<file path="src/rtl/ait_pkg.sv">
package ait_pkg;

  // Rescale action applied to the companion registers in one cycle.
  typedef enum logic [1:0] {
    ACT_HOLD = 2'd0,
    ACT_SLOW = 2'd1,  // range up: values halved
    ACT_FAST = 2'd2   // range down: values doubled
  } rng_act_e;

endpackage

</file>
<file path="src/rtl/ait_presc.sv">
module ait_presc #(
  parameter int EXP_MAX = 15,
  parameter int EXP_W   = 4
) (
  input  logic             clk,
  input  logic             rst_n,
  input  logic             tick,
  input  logic             restart,
  input  logic [EXP_W-1:0] expo,
  output logic             adv
);

  localparam int DIV_W = (EXP_MAX > 0) ? EXP_MAX : 1;

  logic [DIV_W-1:0] div_q;
  logic [DIV_W:0]   span;

  // Number of ticks per count, minus one: 2^e - 1.
  function automatic logic [DIV_W:0] tick_span(input logic [EXP_W-1:0] e);
    return ((DIV_W+1)'(1) << e) - (DIV_W+1)'(1);
  endfunction

  assign span = tick_span(expo);
  assign adv  = tick && (div_q == span[DIV_W-1:0]);

  always_ff @(posedge clk or negedge rst_n) begin
    if (!rst_n)       div_q <= '0;
    else if (restart) div_q <= '0;
    else if (adv)     div_q <= '0;
    else if (tick)    div_q <= div_q + 1'b1;
  end

endmodule

</file>
<file path="src/rtl/ait_core.sv">
module ait_core
  import ait_pkg::*;
#(
  parameter int             CNT_W   = 8,
  parameter int             EXP_MAX = 15,
  parameter int             EXP_W   = 4,
  parameter logic [CNT_W-1:0] LOW_TH = 8'h55
) (
  input  logic             clk,
  input  logic             rst_n,
  input  logic             adv,
  input  logic             zc,
  input  logic             auto_mode,
  input  logic             exp_we,
  input  logic [EXP_W-1:0] exp_wd,
  input  logic [1:0]       test_sel,
  input  logic             flag_clr,
  output logic [CNT_W-1:0] count,
  output logic [EXP_W-1:0] expo,
  output logic             rng_flag,
  output logic             ovf_flag,
  output logic             exp_load,
  output logic             ev_slow,
  output logic             ev_fast,
  output logic             ev_wrap,
  output rng_act_e         act
);

  localparam logic [CNT_W-1:0] MID  = CNT_W'(1) << (CNT_W - 1);
  localparam logic [EXP_W-1:0] EMAX = EXP_W'(EXP_MAX);

  logic at_top, can_slow;

  function automatic logic [EXP_W-1:0] clip_exp(input logic [EXP_W-1:0] e);
    return (e > EMAX) ? EMAX : e;
  endfunction

  assign at_top   = (count == '1);
  assign can_slow = auto_mode && (expo < EMAX);
  assign ev_slow  = adv && at_top && !zc && can_slow;
  assign ev_wrap  = adv && at_top && !zc && !can_slow;
  assign ev_fast  = zc && auto_mode && (count < LOW_TH) && (expo != '0);
  assign exp_load = exp_we && !auto_mode;

  always_comb begin
    act = ACT_HOLD;
    if (ev_slow)      act = ACT_SLOW;
    else if (ev_fast) act = ACT_FAST;
  end

  always_ff @(posedge clk or negedge rst_n) begin
    if (!rst_n) begin
      count    <= '0;
      expo     <= '0;
      rng_flag <= 1'b0;
      ovf_flag <= 1'b0;
    end else begin
      if (zc)           count <= '0;
      else if (ev_slow) count <= MID;
      else if (ev_wrap) count <= '0;
      else if (adv)     count <= count + 1'b1;

      if (ev_slow)       expo <= expo + 1'b1;
      else if (ev_fast)  expo <= expo - 1'b1;
      else if (exp_load) expo <= clip_exp(exp_wd);

      if (ev_slow || ev_wrap) rng_flag <= 1'b1;
      else if (flag_clr)      rng_flag <= 1'b0;

      if (ev_slow && test_sel == 2'b00) ovf_flag <= 1'b1;
      else if (flag_clr)                ovf_flag <= 1'b0;
    end
  end

endmodule

</file>
<file path="src/rtl/ait_cmp.sv">
module ait_cmp
  import ait_pkg::*;
#(
  parameter int CNT_W = 8,
  parameter int NCMP  = 3
) (
  input  logic                  clk,
  input  logic                  rst_n,
  input  rng_act_e              act,
  input  logic [NCMP-1:0]       we,
  input  logic [CNT_W-1:0]      wd,
  output logic [NCMP*CNT_W-1:0] vals
);

  function automatic logic [CNT_W-1:0] rescale(input logic [CNT_W-1:0] v,
                                               input rng_act_e a);
    case (a)
      ACT_SLOW: return v >> 1;
      ACT_FAST: return v << 1;
      default:  return v;
    endcase
  endfunction

  for (genvar i = 0; i < NCMP; i++) begin : g_reg
    logic [CNT_W-1:0] r_q;
    always_ff @(posedge clk or negedge rst_n) begin
      if (!rst_n)     r_q <= '0;
      else if (we[i]) r_q <= wd;
      else            r_q <= rescale(r_q, act);
    end
    assign vals[i*CNT_W +: CNT_W] = r_q;
  end

endmodule

</file>
<file path="src/rtl/auto_range_timer.sv">
module auto_range_timer
  import ait_pkg::*;
#(
  parameter int               CNT_W   = 8,
  parameter int               EXP_MAX = 15,
  parameter int               NCMP    = 3,
  parameter logic [CNT_W-1:0] LOW_TH  = 8'h55,
  localparam int              EXP_W   = $clog2(EXP_MAX + 1)
) (
  input  logic                  clk,
  input  logic                  rst_n,
  input  logic                  tick_i,
  input  logic                  zc_i,
  input  logic                  auto_i,
  input  logic                  exp_we_i,
  input  logic [EXP_W-1:0]      exp_wd_i,
  input  logic [1:0]            test_sel_i,
  input  logic                  rng_ie_i,
  input  logic                  flag_clr_i,
  input  logic [NCMP-1:0]       cmp_we_i,
  input  logic [CNT_W-1:0]      cmp_wd_i,
  output logic [CNT_W-1:0]      count_o,
  output logic [EXP_W-1:0]      exp_o,
  output logic                  rng_flag_o,
  output logic                  ovf_flag_o,
  output logic                  irq_o,
  output logic [NCMP*CNT_W-1:0] cmp_o
);

  logic     adv;
  logic     exp_load;
  logic     ev_slow, ev_fast, ev_wrap;
  rng_act_e act;

  ait_presc #(.EXP_MAX(EXP_MAX), .EXP_W(EXP_W)) u_presc (
    .clk     (clk),
    .rst_n   (rst_n),
    .tick    (tick_i),
    .restart (zc_i || exp_load),
    .expo    (exp_o),
    .adv     (adv)
  );

  ait_core #(.CNT_W(CNT_W), .EXP_MAX(EXP_MAX), .EXP_W(EXP_W), .LOW_TH(LOW_TH)) u_core (
    .clk       (clk),
    .rst_n     (rst_n),
    .adv       (adv),
    .zc        (zc_i),
    .auto_mode (auto_i),
    .exp_we    (exp_we_i),
    .exp_wd    (exp_wd_i),
    .test_sel  (test_sel_i),
    .flag_clr  (flag_clr_i),
    .count     (count_o),
    .expo      (exp_o),
    .rng_flag  (rng_flag_o),
    .ovf_flag  (ovf_flag_o),
    .exp_load  (exp_load),
    .ev_slow   (ev_slow),
    .ev_fast   (ev_fast),
    .ev_wrap   (ev_wrap),
    .act       (act)
  );

  ait_cmp #(.CNT_W(CNT_W), .NCMP(NCMP)) u_cmp (
    .clk   (clk),
    .rst_n (rst_n),
    .act   (act),
    .we    (cmp_we_i),
    .wd    (cmp_wd_i),
    .vals  (cmp_o)
  );

  assign irq_o = rng_flag_o && rng_ie_i;

endmodule

</file>
<file path="config.mk">
export PLATFORM = sky130hd
export DESIGN_NAME = auto_range_timer
export DESIGN_NICKNAME = d
export VERILOG_FILES = /design/src/rtl/ait_pkg.sv /design/src/rtl/ait_presc.sv /design/src/rtl/ait_core.sv /design/src/rtl/ait_cmp.sv /design/src/rtl/auto_range_timer.sv
export SDC_FILE = /design/constraint.sdc
export NUM_CORES = 1
export LEC_CHECK = 0
export ABC_AREA = 1
export BUFFER_PORTS_ARGS = -buffer_cell sky130_fd_sc_hd__buf_4
export CAP_MARGIN = 20
export CORE_AREA = 2 2 105 107
export DETAILED_ROUTE_END_ITERATION = 7
export DIE_AREA = 0 0 107 109
export HOLD_SLACK_MARGIN = 0.12
export PLACE_DENSITY_LB_ADDON = 0.3
export SYNTH_ARGS = -nofsm -noshare
export SYNTH_HDL_FRONTEND = slang
export SYNTH_SLANG_ARGS = --single-unit
</file>
<file path="constraint.sdc">
create_clock -name clk -period 3.2 [get_ports clk]
set_input_delay 0.48 -clock clk [delete_from_list [all_inputs] [get_ports clk]]
set_output_delay 0.48 -clock clk [all_outputs]
set_load 0.02 [all_outputs]
</file>
==> results.json, run 1 <==
{
  "worst_r2r_startpoint": "u_core.expo[0]$_DFFE_PN0P_",
  "postPlaceCellArea_mm2": 0.00446,
  "synthesis.area_per_instance_um2": 6.82,
  "netlist_top_cells_count": "172 x sky130_fd_sc_hd__nand2_1, 68 x sky130_fd_sc_hd__nor2_1, 67 x sky130_fd_sc_hd__nand3_1",
  "drt_iter0_drc": 167,
  "grt_max_degree": 54,
  "cts_made_buffers": 5,
  "clkSlewWorstSetupHoldPaths_ps": 110,
  "power_density_mw_per_mm2": 412,
  "nNetsFinal": 672,
  "diodes": 0,
  "worstRegToRegCells": 18,
  "max_clock_freq_ghz": 0.327,
  "relSlewSlack_pct": 47.7,
  "crit_fanout": 8,
  "number_of_buffers_added_on_ports": 63,
  "cts.sinks": 53,
  "register_to_register_path_setup_slack_ps": 150,
  "maxCapViolCount": 0,
  "synthFlopType": "sky130_fd_sc_hd__dfrtp_1",
  "yosysSeqAreaShare_pct": 34.5,
  "rsz0062_at_grt": "no",
  "drc": 0,
  "synth.cell_area_mm2": 0.00384,
  "maximum_cell_stage_delay_along_the_critical_path_ps": 470,
  "critical_path_cell_sequence": "buf_4 -> ha_1 -> ha_1 -> nand2_4 -> nand2_1 -> nor2_2 -> nand2_2 -> nor2_2 -> nand2_1 -> xor2_1 -> nand3_2 -> nor2_4 -> buf_12 -> nand3_4 -> nand2_8 -> nor2_2 -> nand2_1 -> nand3_1",
  "final_antenna_net_count": 0,
  "grt_pass1_vias": 3567,
  "drt-vias-per-instance": 5.03,
  "syn_to_final_growth_pct": 22.9,
  "arrival_ps": 3250,
  "power.static_leakage_nw": 2.34,
  "dpl_worst_slack_ps": -45.7,
  "critical_path.startpoint_type": "flop",
  "detail_route.wl_per_cell_um": 13.7,
  "warnings_from_yosys": 0,
  "clk_root_buffer_cell": "sky130_fd_sc_hd__clkbuf_8",
  "postSynthRegisterBits": 53,
  "yosys.cell_types.count": 33,
  "timing.critical_path.to_type": "flop",
  "overall_die_area_mm2": 0.0117,
  "globalplace.congestion": 0.977,
  "finalHoldViolations": 0,
  "core_area_mm2": 0.0106,
  "sum_of_overflow_across_all_layers_after_global_routing": 0,
  "yosysMostFrequentCell": "sky130_fd_sc_hd__nand2_1",
  "std_cell_rows": 38,
  "layout-drive-gt1-share_pct": 19.2,
  "grt_antenna_before_repair": 0,
  "ir_worst_vdd_mv": 0.204,
  "tritoncts": "yes",
  "clock_latency_ps": 320,
  "synth_edf_count": 0,
  "totalWireLength_um": 10700,
  "dp_hpwl_um": 7620,
  "synth_cells": 564,
  "htree_num_levels": 2,
  "critical_path.reg2reg.endpoint": "u_cmp.g_reg[0].r_q[6]$_DFFE_PN0P_",
  "tightestPinTransition_ps": 783,
  "cpLargestDelayFamily": "simple AND/OR/NAND/NOR gates",
  "fin_ws_ps": 146,
  "synth_area_leader_cell": "sky130_fd_sc_hd__dfrtp_1",
  "finalSetupViolCount": 0,
  "final_clock_period_utilization_by_the_worst_path_pct": 95.4,
  "start_util_pct": 36.3,
  "synth_top_cells_by_area": "sky130_fd_sc_hd__dfrtp_1 34%, sky130_fd_sc_hd__nand2_1 17%, sky130_fd_sc_hd__nand3_1 8.7%, sky130_fd_sc_hd__nor2_1 6.6%, sky130_fd_sc_hd__xor2_1 5.2%",
  "ctsLongestPathBuffers": 2,
  "numPlacedInstances": 759,
  "die_h_um": 109,
  "worst-setup-path-type": "reg2reg",
  "floorplan.die.width_um": 107,
  "setup.worst_path.start": "u_core.expo[0]$_DFFE_PN0P_",
  "asyncSetResetFlopFracSynth_pct": 100,
  "grt_use_total_pct": 17.9,
  "ioPinCount": 64,
  "outcome": "complete, no violations",
  "detailroute.via_count": 3909,
  "synth_largest_type_area_fraction_pct": 34.5,
  "finalInstanceArea_mm2": 0.00472,
  "crit_buf_inv": 2,
  "min_period_ps": 3050,
  "final.hold.worst_slack_ps": 182,
  "grt_pass1_wl_um": 16900,
  "synth_nets": 600,
  "slowest_stage": "sky130_fd_sc_hd__dfrtp_2",
  "finalClockSkew_ps": 14.8,
  "worstPathRequired_ps": 3400,
  "hold_path_class": "in2async",
  "maxSlewViolCount": 0,
  "drt_first_pass_iters": 5,
  "final_cells": 777
}
==> sequential cells by signal, indices dropped and copies added (netlist names) <==
| register | cells |
|---|---|
| u_cmp.g.r_q | 24 |
| u_presc.div_q | 15 |
| u_core.count | 8 |
| u_core.expo | 4 |
| u_core.ovf_flag | 1 |
| u_core.rng_flag | 1 |
==> worst max-delay path by stage <==
stage / end / depth (start not counted)
2_1_floorplan: u_core.expo[1]$_DFFE_PN0P_ / 21
3_3_place_gp: u_cmp.g_reg[0].r_q[6]$_DFFE_PN0P_ / 20
3_5_place_dp: u_cmp.g_reg[0].r_q[6]$_DFFE_PN0P_ / 20
4_1_cts: u_cmp.g_reg[0].r_q[6]$_DFFE_PN0P_ / 20
5_1_grt: u_cmp.g_reg[0].r_q[5]$_DFFE_PN0P_ / 18
6_report: u_cmp.g_reg[0].r_q[6]$_DFFE_PN0P_ / 18
==> through the flow <==
stage | power, mW | util (%) | setup TNS (ps)
after floorplan | 1.29 | - | 0
after global placement | 1.53 | 42.1 | 0
after detailed placement | 1.53 | 42.1 | -706
after CTS | 1.94 | 43.0 | 0
after global routing | 2.08 | 44.6 | 0
final | 1.95 | 44.6 | 0
==> what timing repair did <==
action | 4_1_cts | 5_1_grt
cloned | 0 | 4
buffers inserted | 0 | 6
resized for setup | 1 | 20
endpoints found under the setup margin | 24 | 52
pin swaps | 0 | 2
hold buffers | 0 | 0
==> routing by layer <==
layer | global-route usage [%] | share of wire, % | up-vias
met5 | 0 | 0 | -
met4 | 5.29 | 1.2 | 0
met3 | 3.17 | 5.4 | 11
met2 | 29.7 | 48 | 126
met1 | 24.0 | 46 | 1799
li1 | - | - | 1973
==> where the power goes <==
group	total, mW	switching (mW)	internal (mW)
combinational	0.769	0.475	0.294
clock	0.389	0.233	0.156
sequential	0.790	0.0680	0.721
total	1.95	0.776	1.17
==> cells by family (layout without fill, tap and decap cells) <==
family / after synthesis / count (layout) / share of synthesized area [%]
compound gates: 62 / 62 / 9.53
xor+xnor: 25 / 25 / 5.69
fa+ha+maj: 11 / 11 / 3.58
buf+inv: 72 / 142 / 8.04
flops: 53 / 53 / 34.5
mux: 1 / 1 / 0.260
simple gates: 340 / 343 / 38.4
==> cells in the final DEF, fill, tap and decap left out, drive strengths merged, types with 2 or more instances in the layout <==
| master | Yosys | final |
|---|---|---|
| clkbuf | 10 | 7 |
| nand3b | 2 | 2 |
| ha | 11 | 11 |
| o22ai | 15 | 15 |
| dfrtp | 53 | 53 |
| nand4 | 7 | 7 |
| or2 | 2 | 2 |
| nand2 | 177 | 179 |
| buf | 8 | 80 |
| nor3 | 4 | 4 |
| o21ai | 28 | 28 |
| nand3 | 68 | 69 |
| nor4 | 2 | 2 |
| o31ai | 13 | 13 |
| inv | 53 | 53 |
| nor2 | 78 | 78 |
| xnor2 | 2 | 2 |
| xor2 | 23 | 23 |
| a21oi | 4 | 4 |
==> cell type report <==
| class | instances | area [um2] |
|---|---|---|
| clock buffer | 7 | 76.3 |
| clock inverter | 1 | 7.51 |
| fill | 1060 | 5880 |
| inverter | 54 | 210 |
| multi-input combinational | 442 | 2310 |
| sequential | 53 | 1330 |
| tap | 140 | 175 |
| timing repair buffer | 80 | 621 |
Note: power is estimated with default switching activity, not from simulation.
==> run 2, diff against run 1 <==
--- a/config.mk
+++ b/config.mk
@@ -8,11 +8,12 @@
 export ABC_AREA = 1
 export BUFFER_PORTS_ARGS = -buffer_cell sky130_fd_sc_hd__buf_4
 export CAP_MARGIN = 20
-export CORE_AREA = 2 2 105 107
+export CORE_AREA = 2 2 115 117
 export DETAILED_ROUTE_END_ITERATION = 7
-export DIE_AREA = 0 0 107 109
+export DIE_AREA = 0 0 117 119
 export HOLD_SLACK_MARGIN = 0.12
 export PLACE_DENSITY_LB_ADDON = 0.3
+export RECOVER_POWER = 25
 export SYNTH_ARGS = -nofsm -noshare
 export SYNTH_HDL_FRONTEND = slang
 export SYNTH_SLANG_ARGS = --single-unit
==> results.json, run 2 (synthesis results as in run 1) <==
{
  "postCtsSetupRepairBufs": 0,
  "clk_root_buffer_cell": "sky130_fd_sc_hd__clkbuf_16",
  "detailroute.via_count": 3842,
  "drc": 0,
  "critical_path.startpoint_type": "flop",
  "min_period_ps": 2970,
  "cts_hold_repair.buffers": 0,
  "max_clock_freq_ghz": 0.337,
  "ir_worst_vdd_mv": 0.249,
  "overall_die_area_mm2": 0.0139,
  "finalHoldViolations": 0,
  "power_density_mw_per_mm2": 450,
  "drt-vias-per-instance": 4.77,
  "multiInputGateArea_mm2": 0.00223,
  "maxSlewViolCount": 0,
  "final_antenna_net_count": 0,
  "cts.repair.resized": 0,
  "slowest_stage": "sky130_fd_sc_hd__dfrtp_1",
  "crit_fanout": 8,
  "clock_latency_ps": 300,
  "diodes": 0,
  "worst-setup-path-type": "reg2reg",
  "postPlaceCellArea_mm2": 0.00452,
  "numPlacedInstances": 797,
  "final_clock_period_utilization_by_the_worst_path_pct": 92.8,
  "layout.cells.most_common": "sky130_fd_sc_hd__nand2_1",
  "rsz0062_at_grt": "no",
  "core_area_mm2": 0.0129,
  "tightestPinTransition_ps": 1390,
  "outcome": "complete, no violations",
  "die_h_um": 119,
  "final.hold.worst_slack_ps": 370,
  "maximum_cell_stage_delay_along_the_critical_path_ps": 390,
  "largestRegisters": "u_cmp.g.r_q x24, u_presc.div_q x15, u_core.count x8",
  "detail_route.wl_per_cell_um": 13.5,
  "number_of_buffers_added_on_ports": 63,
  "finalSetupViolCount": 0,
  "fillCellCount": 1377,
  "sum_of_overflow_across_all_layers_after_global_routing": 0,
  "layout-drive-gt1-share_pct": 16.9,
  "number_of_flip_flops_under_the_largest_register_name": 24,
  "grt_antenna_before_repair": 0,
  "final_cells": 805,
  "totalWireLength_um": 10900,
  "worstRegToRegCells": 19,
  "grt_use_total_pct": 16.2,
  "finalInstanceArea_mm2": 0.00470,
  "clkSlewWorstSetupHoldPaths_ps": 70,
  "htree_num_levels": 2,
  "syn_to_final_growth_pct": 22.2,
  "drt_first_pass_iters": 5,
  "most_frequent_cells_in_the_layout": "172 x sky130_fd_sc_hd__nand2_1, 74 x sky130_fd_sc_hd__buf_4, 68 x sky130_fd_sc_hd__nor2_1, 67 x sky130_fd_sc_hd__nand3_1, 52 x sky130_fd_sc_hd__dfrtp_1",
  "critical_path_cell_sequence": "inv_1 -> ha_1 -> nand2_2 -> ha_1 -> nand2_1 -> nand2_1 -> nor2_1 -> nand2_1 -> nor2_1 -> nand2_1 -> nor2_1 -> nand3_1 -> nor2_1 -> nand3_1 -> nor2_4 -> buf_4 -> nand3b_1 -> buf_4 -> o22ai_1",
  "relSlewSlack_pct": 7.56,
  "grt_max_degree": 54,
  "cts.sinks": 53,
  "dp_hpwl_um": 8080,
  "fin_util_pct": 36.5,
  "globalplace.congestion": 0.872,
  "hold_path_class": "in2reg",
  "hold_path_depth": 2,
  "worstPathRequired_ps": 3360,
  "grt_pass1_wl_um": 18100,
  "power.static_leakage_nw": 2.33,
  "floorplan.die.width_um": 117,
  "cts_made_buffers": 5,
  "arrival_ps": 3130,
  "finalClockSkew_ps": 10.0,
  "timing.critical_path.to_type": "flop",
  "ctsLongestPathBuffers": 2,
  "grt_pass1_vias": 3623,
  "drt_iter0_drc": 181,
  "area.sequential_mm2": 0.00133,
  "maxCapViolCount": 0,
  "std_cell_rows": 42,
  "tns_ps": 0,
  "start_util_pct": 29.9,
  "tritoncts": "yes",
  "ioPinCount": 64,
  "regMostFlops": "u_cmp.g.r_q",
  "nNetsFinal": 664
}
## run 2: cell count changes in the layout (fill, tap and decap cells not counted), moves of 3 or more
| cell | previous run | this run |
|---|---|---|
| sky130_fd_sc_hd__buf_4 | 77 | 74 |
| sky130_fd_sc_hd__clkbuf_16 | 0 | 5 |
| sky130_fd_sc_hd__clkbuf_8 | 5 | 1 |
| sky130_fd_sc_hd__nand3_1 | 64 | 67 |
| sky130_fd_sc_hd__nand3_2 | 3 | 0 |
## run 2: per-layer routing
metal  part of all wire, %  global-route usage (%)  up-vias
li1                      -                       -     1954
met1                    46                    22.9     1782
met2                    48                    26.2      100
met3                   5.4                    2.54        6
met4                  0.68                    3.46        0
met5                     0                       0        -
## run 2: final timing paths
check | from | end | slack, ps
setup / recovery | u_core.expo[1]$_DFFE_PN0P_ | u_presc.div_q[13]$_DFFE_PN0P_ | 230
hold / removal | flag_clr_i | u_core.rng_flag$_DFFE_PN0P_ | 370
setup reg to reg | u_core.expo[1]$_DFFE_PN0P_ | u_presc.div_q[13]$_DFFE_PN0P_ | 230
hold reg to reg | u_presc.div_q[0]$_DFFE_PN0P_ | u_presc.div_q[0]$_DFFE_PN0P_ | 510
max in group asynchronous | rst_n | u_core.expo[0]$_DFFE_PN0P_ | 1770
min in group asynchronous | rst_n | u_presc.div_q[3]$_DFFE_PN0P_ | 480
## run 2: worst max-delay path, delay by kind of cell, from the launching register on
family	cells	cell delay [ps]
adder cells (fa/ha/maj)	2	540
AO/OA/AOI/OAI	1	100
AND/OR/NAND/NOR	13	1250
buffers and inverters	3	520
flip-flops	1	390
## run 2: layout make-up
| type | count | share of cell area (%) |
|---|---|---|
| timing repair buffer | 75 | 11.9 |
| tap | 176 | 4.69 |
| multi-input combinational | 439 | 47.5 |
| inverter | 54 | 4.37 |
| clock inverter | 2 | 0.293 |
| clock buffer | 6 | 2.96 |
| sequential | 53 | 28.3 |
## run 2: per-stage QoR
step / power (mW) / setup slack (ps)
2_1_floorplan: 1.29 / 365
3_3_place_gp: 1.54 / 19.3
3_5_place_dp: 1.55 / 57.1
4_1_cts: 2.13 / 49.6
5_1_grt: 2.26 / 10.4
6_report: 2.11 / 231
## run 2: report_power, final
group | internal (mW) | switching [mW] | total (mW)
Combinational | 0.284 | 0.466 | 0.750
Sequential | 0.721 | 0.0686 | 0.790
Clock | 0.312 | 0.260 | 0.572
==> run 3, diff against run 2 <==
--- a/config.mk
+++ b/config.mk
@@ -14,6 +14,7 @@
 export HOLD_SLACK_MARGIN = 0.12
 export PLACE_DENSITY_LB_ADDON = 0.3
 export RECOVER_POWER = 25
+export REMOVE_ABC_BUFFERS = 1
 export SYNTH_ARGS = -nofsm -noshare
 export SYNTH_HDL_FRONTEND = slang
 export SYNTH_SLANG_ARGS = --single-unit
==> constraint.sdc (replaced) <==
create_clock -name clk -period 2.7 [get_ports clk]
set_input_delay 0.405 -clock clk [delete_from_list [all_inputs] [get_ports clk]]
set_output_delay 0.405 -clock clk [all_outputs]
set_load 0.02 [all_outputs]
==> results.json, run 3 (synthesis results as in run 1) <==
{
  "outcome": "complete, but fails checks",
  "violations": "setup timing",
  "relSlewSlack_pct": 4.93,
  "largestRegisters": "u_cmp.g.r_q x24, u_presc.div_q x15, u_core.count x8",
  "wl_met2_um": 5790,
  "grt_use_total_pct": 17.0,
  "worstRegToRegCells": 19,
  "rsz0062_at_grt": "yes",
  "ctsLongestPathBuffers": 2,
  "ioPinCount": 64,
  "cts_hold_repair.buffers": 0,
  "syn_to_final_growth_pct": 36.0,
  "power.static_leakage_nw": 2.57,
  "dp_hpwl_um": 8460,
  "most_frequent_cells_in_the_layout": "165 x sky130_fd_sc_hd__nand2_1, 92 x sky130_fd_sc_hd__buf_4, 66 x sky130_fd_sc_hd__nor2_1, 55 x sky130_fd_sc_hd__nand3_1, 52 x sky130_fd_sc_hd__dfrtp_1",
  "regMostFlops": "u_cmp.g.r_q",
  "dpl_worst_slack_ps": -106,
  "min_period_ps": 2790,
  "detailroute.via_count": 4086,
  "clock_latency_ps": 310,
  "drt_first_pass_iters": 4,
  "area.sequential_mm2": 0.00133,
  "critical_path.startpoint_type": "flop",
  "start_util_pct": 29.9,
  "crit_fanout": 6,
  "hold_path_class": "in2reg",
  "number_of_buffers_added_on_ports": 63,
  "drc": 0,
  "power_density_mw_per_mm2": 526,
  "number_of_flip_flops_under_the_largest_register_name": 24,
  "cts_made_buffers": 5,
  "critical_path.reg2reg.endpoint": "u_cmp.g_reg[0].r_q[5]$_DFFE_PN0P_",
  "clk_root_buffer_cell": "sky130_fd_sc_hd__clkbuf_16",
  "die_h_um": 119,
  "critical_path.most_common_cell": "sky130_fd_sc_hd__nand2_1",
  "drt_iter0_drc": 228,
  "worst-setup-path-type": "reg2reg",
  "totalWireLength_um": 11800,
  "floorplan.die.width_um": 117,
  "worstPathRequired_ps": 2950,
  "ir_worst_vdd_mv": 0.286,
  "tritoncts": "yes",
  "finalClockSkew_ps": 12.1,
  "register_to_register_path_setup_slack_ps": -90,
  "arrival_ps": 3040,
  "timing.critical_path.to": "u_cmp.g_reg[0].r_q[5]$_DFFE_PN0P_",
  "timing.critical_path.to_type": "flop",
  "routed.top_layer": "met4",
  "detail_route.wl_per_cell_um": 14.2,
  "final_clock_period_utilization_by_the_worst_path_pct": 103,
  "grt_pass1_vias": 3788,
  "multiInputGateArea_mm2": 0.00244,
  "htree_num_levels": 2,
  "grt_max_degree": 54,
  "drt-vias-per-instance": 4.89,
  "numPlacedInstances": 816,
  "globalplace.congestion": 0.879,
  "critical_path_cell_sequence": "inv_2 -> ha_4 -> buf_4 -> buf_4 -> o21ai_1 -> nand2_1 -> nor2_2 -> nand2_1 -> nand2_1 -> nand3_1 -> nor2_1 -> nand3_1 -> nor2_4 -> nand3_4 -> nand2_8 -> buf_6 -> buf_6 -> nand3_2 -> nand3_2",
  "overall_die_area_mm2": 0.0139,
  "layout-drive-gt1-share_pct": 26.5,
  "setup.worst_path.start": "u_core.expo[1]$_DFFE_PN0P_",
  "grt_antenna_before_repair": 0,
  "maxCapViolCount": 0,
  "clkSlewWorstSetupHoldPaths_ps": 80,
  "max_clock_freq_ghz": 0.358,
  "cts.sinks": 53,
  "core_area_mm2": 0.0129,
  "maxSlewViolCount": 0,
  "layout.cells.most_common": "sky130_fd_sc_hd__nand2_1",
  "sum_of_overflow_across_all_layers_after_global_routing": 0,
  "maximum_cell_stage_delay_along_the_critical_path_ps": 430,
  "diodes": 0,
  "std_cell_rows": 42,
  "worst_r2r_startpoint": "u_core.expo[1]$_DFFE_PN0P_",
  "finalHoldViolations": 0,
  "finalSetupViolCount": 43,
  "final_antenna_net_count": 0,
  "fillCellCount": 1349,
  "grt_pass1_wl_um": 18700,
  "nNetsFinal": 695,
  "slowest_stage": "sky130_fd_sc_hd__dfrtp_1",
  "met1_length_um": 5200,
  "fin_ws_ps": -94.3,
  "tightestPinTransition_ps": 1430,
  "met3WireLength_um": 649,
  "final_cells": 836,
  "fin_total_pwr_mw": 2.75
}
## run 3: cell count changes in the layout (fill, tap and decap cells not counted), sizes merged
cell    change
buf        +31
bufinv      +1
clkbuf      -1
clkinv      -1
inv         +1
## run 3: worst min-delay path by stage
| stage | start | end | slack [ps] | depth (start not counted) |
|---|---|---|---|---|
| detailed placement | u_cmp.g_reg[2].r_q[0]$_DFFE_PN0P_ | u_cmp.g_reg[2].r_q[0]$_DFFE_PN0P_ | 500 | 2 |
| global placement | u_presc.div_q[0]$_DFFE_PN0P_ | u_presc.div_q[0]$_DFFE_PN0P_ | 500 | 1 |
| floorplan | rst_n | u_cmp.g_reg[0].r_q[0]$_DFFE_PN0P_ | 110 | 0 |
| CTS | rst_n | u_core.count[6]$_DFFE_PN0P_ | 190 | 1 |
| global route | flag_clr_i | u_core.rng_flag$_DFFE_PN0P_ | 310 | 2 |
| finish | flag_clr_i | u_core.rng_flag$_DFFE_PN0P_ | 300 | 2 |
## run 3: metrics by stage
| stage | util (%) | cell area [um2] | TNS (ps) | hold WS [ps] |
|---|---|---|---|---|
| final | 40.6 | 5230 | -2110 | 298 |
| after global placement | 36.4 | 4690 | -2.42 | 496 |
| after detailed placement | 36.4 | 4690 | -2370 | 502 |
| after global routing | 40.6 | 5230 | -15010 | 308 |
| after CTS | 38.6 | 4970 | -298 | 186 |
| after floorplan | - | 3740 | -8510 | 109 |
## run 3: layer usage
layer | vias up | global-route usage [%]
li1 | 2022 | -
met5 | - | 0
met3 | 18 | 3.77
met1 | 1935 | 22.8
met4 | 0 | 4.41
met2 | 111 | 27.4
## run 3: timing repair
action                                  CTS  global route
endpoints found under the setup margin   38            53
pin swaps                                 3            33
resized for setup                        19            51
buffers inserted                          3             9
hold endpoints to repair                  0             0
## run 3: critical path, delay by kind of cell, from the launching register on
family,cells,cell delay [ps]
flops,1,430
fa+ha+maj,1,180
compound gates,1,230
buf+inv,5,590
simple gates,12,1290
## run 3: report_power, final
group	switching (mW)	internal (mW)
Clock	0.333	0.441
Sequential	0.0803	0.855
Combinational	0.614	0.429
## run 3: cell type report
class / count / share of cell area (%)
inverters: 54 / 3.97
clock inverters: 3 / 0.838
flip-flops and latches: 53 / 25.4
well taps: 176 / 4.21
multi-input cells: 439 / 46.6
clock buffers: 5 / 2.39
repair buffers: 106 / 16.6
